===== src/rtl/b64su_pkg.sv =====
// Package: shared widths and the operation code for the binary64
// compare and scale unit.
package b64su_pkg;
    parameter int unsigned WORD_W = 64;
    parameter int unsigned EXP_W  = 11;
    parameter int unsigned FRAC_W = 52;

    typedef enum logic [1:0] {
        OP_CMP  = 2'b00,
        OP_NEG  = 2'b01,
        OP_HALF = 2'b10,
        OP_DBL  = 2'b11
    } b64_op_e;
endpackage


===== src/rtl/b64_cmp.sv =====
// Module: b64_cmp
// Strict less-than of two binary64 encodings using one signed integer
// comparator pair. When both words are negative the order of encodings is
// reversed, so the greater-than result is used instead. Equal words still
// give 0.
// Assumes: operands are zeros or normal numbers; -0 is ordered below +0.
module b64_cmp #(
    parameter int unsigned W = b64su_pkg::WORD_W
) (
    input  logic [W-1:0] a,
    input  logic [W-1:0] b,
    output logic         lt
);
    logic signed [W-1:0] sa;
    logic signed [W-1:0] sb;
    logic                lt_int;
    logic                gt_int;
    logic                both_neg;

    assign sa = a;
    assign sb = b;

    // Signed integer comparisons of the raw encodings.
    always_comb begin
        lt_int   = (sa < sb);
        gt_int   = (sa > sb);
        both_neg = a[W-1] & b[W-1];
    end

    // Reverse the sense only when both operands carry a set sign bit.
    always_comb begin
        lt = both_neg ? gt_int : lt_int;
    end
endmodule


===== src/rtl/b64_scale.sv =====
// Module: b64_scale
// Single-operand transforms on a binary64 word: pass, negate, halve and
// double. Halve and double move the exponent field by one. A zero
// exponent is handled explicitly, so zeros stay zeros.
// Assumes: normal or zero input; overflow past the top exponent wraps.
module b64_scale
    import b64su_pkg::*;
#(
    parameter int unsigned W  = WORD_W,
    parameter int unsigned EW = EXP_W,
    parameter int unsigned FW = FRAC_W
) (
    input  logic [W-1:0] a,
    input  b64_op_e      op,
    output logic [W-1:0] res
);
    localparam logic [W-1:0] EXP_LSB   = W'(1) << FW;
    localparam logic [W-1:0] SIGN_MASK = W'(1) << (W - 1);

    logic [W-1:0]  neg_w;
    logic [W-1:0]  half_raw;
    logic [W-1:0]  half_w;
    logic [W-1:0]  dbl_w;
    logic [EW-1:0] exp_in;
    logic [EW-1:0] exp_half;

    assign exp_in = a[FW +: EW];

    // Sign inversion touches only the top bit.
    always_comb begin
        neg_w = a ^ SIGN_MASK;
    end

    // Halve: drop exponent by one; a borrow out of a zero exponent leaves
    // an all-ones exponent, which marks the result as zero.
    always_comb begin
        half_raw = a - EXP_LSB;
        exp_half = half_raw[FW +: EW];
        half_w   = (exp_half == {EW{1'b1}}) ? '0 : half_raw;
    end

    // Double: raise exponent by one unless the value is a zero.
    always_comb begin
        dbl_w = (exp_in != '0) ? (a + EXP_LSB) : a;
    end

    // Select the transform named by the operation code.
    always_comb begin
        unique case (op)
            OP_CMP:  res = a;
            OP_NEG:  res = neg_w;
            OP_HALF: res = half_w;
            OP_DBL:  res = dbl_w;
            default: res = a;
        endcase
    end
endmodule


===== src/rtl/b64_cmpscale.sv =====
// Module: b64_cmpscale (top)
// Binary64 compare and scale unit. It accepts one request per cycle and
// returns the result word and the less-than flag one cycle later under
// out_valid. Outputs hold while no request arrives.
// Assumes: synchronous active-low reset; lt_flag is meaningful only for
// compare and reads 0 after other operations.
module b64_cmpscale
    import b64su_pkg::*;
#(
    parameter int unsigned W  = WORD_W,
    parameter int unsigned EW = EXP_W,
    parameter int unsigned FW = FRAC_W
) (
    input  logic         clk,
    input  logic         rst_n,
    input  logic         in_valid,
    input  logic [1:0]   op,
    input  logic [W-1:0] opa,
    input  logic [W-1:0] opb,
    output logic         out_valid,
    output logic [W-1:0] result,
    output logic         lt_flag
);
    localparam logic [W-1:0] NEG_ZERO = W'(1) << (W - 1);

    b64_op_e      op_e;
    logic         cmp_lt;
    logic         lt_next;
    logic [W-1:0] scale_res;

    assign op_e = b64_op_e'(op);

    b64_cmp #(.W(W)) u_cmp (
        .a  (opa),
        .b  (opb),
        .lt (cmp_lt)
    );

    b64_scale #(.W(W), .EW(EW), .FW(FW)) u_scale (
        .a   (opa),
        .op  (op_e),
        .res (scale_res)
    );

    // The flag is forced low for operations other than compare.
    always_comb begin
        lt_next = (op_e == OP_CMP) ? cmp_lt : 1'b0;
    end

    // Output register stage: capture on a request, hold otherwise.
    always_ff @(posedge clk) begin
        if (!rst_n) begin
            out_valid <= 1'b0;
            result    <= '0;
            lt_flag   <= 1'b0;
        end else begin
            out_valid <= in_valid;
            if (in_valid) begin
                result  <= scale_res;
                lt_flag <= lt_next;
            end
        end
    end


    hold_on_idle_chk: assert property (@(posedge clk) disable iff (!rst_n)
        !in_valid |=> ($stable(result) && $stable(lt_flag)));


    neg_zero_below_pos_zero_chk: assert property (@(posedge clk) disable iff (!rst_n)
        (in_valid && op == 2'b00 && opa == NEG_ZERO && opb == '0) |=> lt_flag);


    cmp_passes_a_chk: assert property (@(posedge clk) disable iff (!rst_n)
        (in_valid && op == 2'b00) |=> (result == $past(opa)));


    negate_sign_only_chk: assert property (@(posedge clk) disable iff (!rst_n)
        (in_valid && op == 2'b01) |=>
            (result[W-1] != $past(opa[W-1]) && result[W-2:0] == $past(opa[W-2:0])));


    half_zero_exp_chk: assert property (@(posedge clk) disable iff (!rst_n)
        (in_valid && op == 2'b10 && opa[FW +: EW] == '0) |=> (result == '0));


    dbl_zero_exp_chk: assert property (@(posedge clk) disable iff (!rst_n)
        (in_valid && op == 2'b11 && opa[FW +: EW] == '0) |=> (result == $past(opa)));


    lt_low_non_cmp_chk: assert property (@(posedge clk) disable iff (!rst_n)
        (in_valid && op != 2'b00) |=> !lt_flag);
endmodule


===== config.mk =====
export PLATFORM = sky130hd
export DESIGN_NAME = b64_cmpscale
export DESIGN_NICKNAME = d
export VERILOG_FILES = /design/src/rtl/b64su_pkg.sv /design/src/rtl/b64_cmp.sv /design/src/rtl/b64_scale.sv /design/src/rtl/b64_cmpscale.sv
export SDC_FILE = /design/constraint.sdc
export NUM_CORES = 1
export LEC_CHECK = 0
export BUFFER_PORTS_ARGS = -buffer_cell sky130_fd_sc_hd__buf_2
export CAP_MARGIN = 25
export CORE_MARGIN = 2
export CORE_UTILIZATION = 53
export CTS_BUF_LIST = sky130_fd_sc_hd__clkbuf_16
export DETAILED_ROUTE_END_ITERATION = 7
export PLACE_DENSITY_LB_ADDON = 0.25
export SYNTH_ARGS = -nofsm -noshare
export SYNTH_HDL_FRONTEND = slang
export SYNTH_SLANG_ARGS = --single-unit

===== constraint.sdc =====
create_clock -name clk -period 5.4 [get_ports clk]
set_input_delay 0.27 -clock clk [delete_from_list [all_inputs] [get_ports clk]]
set_output_delay 0.27 -clock clk [all_outputs]
set_load 0.02 [all_outputs]

==> impl_metrics.toml <==
[run_status]
outcome = "complete, no violations"

[route]
vias = 4883
wirelength_um = 13530
via_per_inst = 5.606
ant_nets = 0
first_iter_violations = 169
drc = 0
detail_route.first_pass.iterations = 5
avgRoutedWirePerCell_um = 15.53

[sta]
tightest_slew_ps = 932.3
slew_headroom_pct = 37.85
tns_ps = 0
timing.fmax_mhz = 317.4
fin_crit_ps = 3151
rsz0062_at_grt = "no"
setup_viol = 0
finalCritPeriodShare_pct = 58.35
report.final.slew_viol_count = 0
whs_ps = 222.9
setup_slack_ps = 2249
fin_worst_skew_ps = 0
hold_viol = 0

[die]
dieArea_sq_mm = 0.009737
fp-row-count = 34
die_x_um = 98.68
core-area_sq_mm = 0.008721
initial_core_util_pct = 54.48
io_pins = 199
die_h_um = 98.68

[clocking]
htreeDepth = 3
clk_latency_ps = 320
cts-resized-gates = 0
cts_root_buf = "clkbuf_16"
cts_tree = "done"
clockBufferDepth = 2
postCtsSetupBuffers = 0
numCtsBuffers = 9
cts_hold_buffers = 0
path_clk_slew_ps = 60
cts_sinks = 66

[synthesis]
synthMuxAreaShare_pct = 1.106
synth_top_family_by_area = "compound AO/OA/AOI/OAI gates"
ys_warn_count = 0
async_flop_share_pct = 0
synth_seq_area_share_pct = 27.81
post_synth_xor_area_fraction_pct = 2.212
synth_cells = 577
synthSimpleGateAreaFrac_pct = 19.70
avgSynthCellArea_sq_um = 8.234
ys_seq_elements = 66
synth_enable_flop_cells = 0
synthAdderAreaFrac_pct = 17.91
netlist_area_sq_mm = 0.004751
synth_cell_types = 56
synthFlopType = "dfxtp_1"
synth_compound_area_share_pct = 22.39
syn-num-nets = 778

[placed_design]
place_ws_ps = 1936
hpwl_um = 10410
io_buffer_count = 198
place_area_sq_mm = 0.005729
place.gp.congestion = 0.8879

[cells_and_area]
synthToLayoutAreaGrowth_pct = 27.76
fillCellCount = 712
design_area_sq_mm = 0.006070
nets = 958
drive_gt1_share_pct = 29.92

[flow_run]
maxCapViolations = 0

[setup_path]
r2r-start = "result[37]"
worstPathCellList = "buf_2 > inv_1 > ha_1 > or3b_4 > or4_4 > nor2_2 > o2bb2ai_1 > and4_4 > a31oi_4 > buf_4 > a22o_1 > and2_1"
worstPathArrival_ps = 3410
critPathRequiredTime_ps = 5660
cp_max_fo = 29
rrSetupSlack_ps = 4600
critPathSlowestCell = "a31oi_4"
worstSetupPathType = "in2reg"
max_stage_delay_ps = 590
cp_num_cells = 12
setup.worst_path.end_class = "register"
critical_path_buf_inv_count = 3
cp_top_family = "simple AND/OR/NAND/NOR gates"
startpoint = "opa[52]"
critPathLaunchType = "primary input"
crit_end = "result[42]"
r2r_cells = 2
timing.rr.end = "result[37]"

[global_route]
grt_max_degree = 66
grt_pass1_wl_um = 21560
grt_overflow = 0
antenna_found_initial = 1
grt_pass1_vias = 4705
track_usage_pct = 27.10

[power_and_ir_drop]
max-vdd-ir-drop_v = 0.0001457
power.density_mw_per_mm2 = 248.4
power_leakage_nw = 3.268

[worst_hold_path]
worstHoldPathType = "in2reg"
## worst min-delay path by stage
stage / startpoint / endpoint / slack, ps / cells past startpoint
after floorplan: rst_n / out_valid / 430 / 1
after global placement: lt_flag / lt_flag / 450 / 2
after detailed placement: lt_flag / lt_flag / 460 / 2
after CTS: opa[22] / result[22] / 220 / 3
after global routing: opa[22] / result[22] / 220 / 3
final: opa[22] / result[22] / 220 / 3
## cells by family after synthesis
kind of cell	count (synthesis)
compound gates	153
mux	5
flops	66
fa+ha+maj	68
buf+inv	102
xor+xnor	12
simple gates	171
## metal layers
metal | routed length [um] | global-route usage [%] | up-vias
li1 | - | - | 2411
met4 | 250 | 9.694 | 0
met3 | 863 | 4.894 | 18
met1 | 5658 | 32.81 | 2271
met5 | 0 | 0 | -
met2 | 6757 | 48.09 | 183
## cells in the mapped netlist (3+ instances only)
library cell | instances | share of area (%)
mux2i_1 | 3 | 0.63
xor2_1 | 6 | 1.1
clkbuf_1 | 23 | 1.8
o21a_1 | 4 | 0.63
inv_1 | 69 | 5.5
nand4_1 | 10 | 1.3
a21boi_0 | 3 | 0.47
and2_1 | 28 | 3.7
o21ai_0 | 26 | 2.7
nor2b_1 | 27 | 3.6
nand2_1 | 35 | 2.8
a31oi_1 | 4 | 0.53
nor3_1 | 8 | 0.84
a21o_1 | 6 | 0.95
dfxtp_1 | 66 | 28
nor2_1 | 20 | 1.6
and3_1 | 9 | 1.2
ha_1 | 68 | 18
xnor2_1 | 6 | 1.1
nand3_1 | 14 | 1.5
a22oi_1 | 26 | 4.1
a21oi_1 | 34 | 3.6
nor4_1 | 5 | 0.66
a221oi_1 | 8 | 1.5
buf_6 | 4 | 0.95
a22o_1 | 27 | 5.0
## state kept, by name (all words and copies together), names as in the netlist
register   count
out_valid      1
result        64
lt_flag        1
## where the power goes
group,switching [mW],internal (mW),total [mW]
Clock,0.226,0.404,0.630
Combinational,0.198,0.149,0.347
Sequential,0.0145,0.516,0.530
Total,0.438,1.07,1.51
## through the flow
| step | utilization [%] | power, mW | std cells |
|---|---|---|---|
| floorplan | - | 0.7534 | 577 |
| finish | 69.60 | 1.507 | 871 |
| global route | 69.60 | 1.583 | 871 |
| global placement | 65.70 | 0.8687 | 853 |
| detailed placement | 65.70 | 0.8836 | 853 |
| CTS | 69.34 | 1.513 | 869 |
## layout make-up
class	instances	area (sq um)	share of cell area, %
clock inverter	7	92.59	1.525
tap	108	135.1	2.226
clock buffer	9	225.2	3.711
multi-input combinational	409	3008	49.56
timing repair buffer	200	1018	16.78
inverter	71	266.5	4.391
sequential	66	1321	21.77
antenna	1	2.502	0.04123
## layout by cell type (no fill, tap or decap), types with 10 or more instances in the layout
master	netlist	layout
inv_1	69	69
ha_1	68	68
dfxtp_1	66	66
a22oi_1	26	26
a22o_1	27	27
nand3_1	14	14
nand4_1	10	10
nor2b_1	27	27
o21ai_0	26	26
nor2_1	20	20
nand2_1	35	35
and2_1	28	28
buf_2	1	198
a21oi_1	34	34
## tightest hold or removal path: cells and delay by family
kind	cells	cell delay (ps)
AND/OR/NAND/NOR	1	100
buffers and inverters	1	90
AO/OA/AOI/OAI	1	60
(Power assumes the default switching activity.)
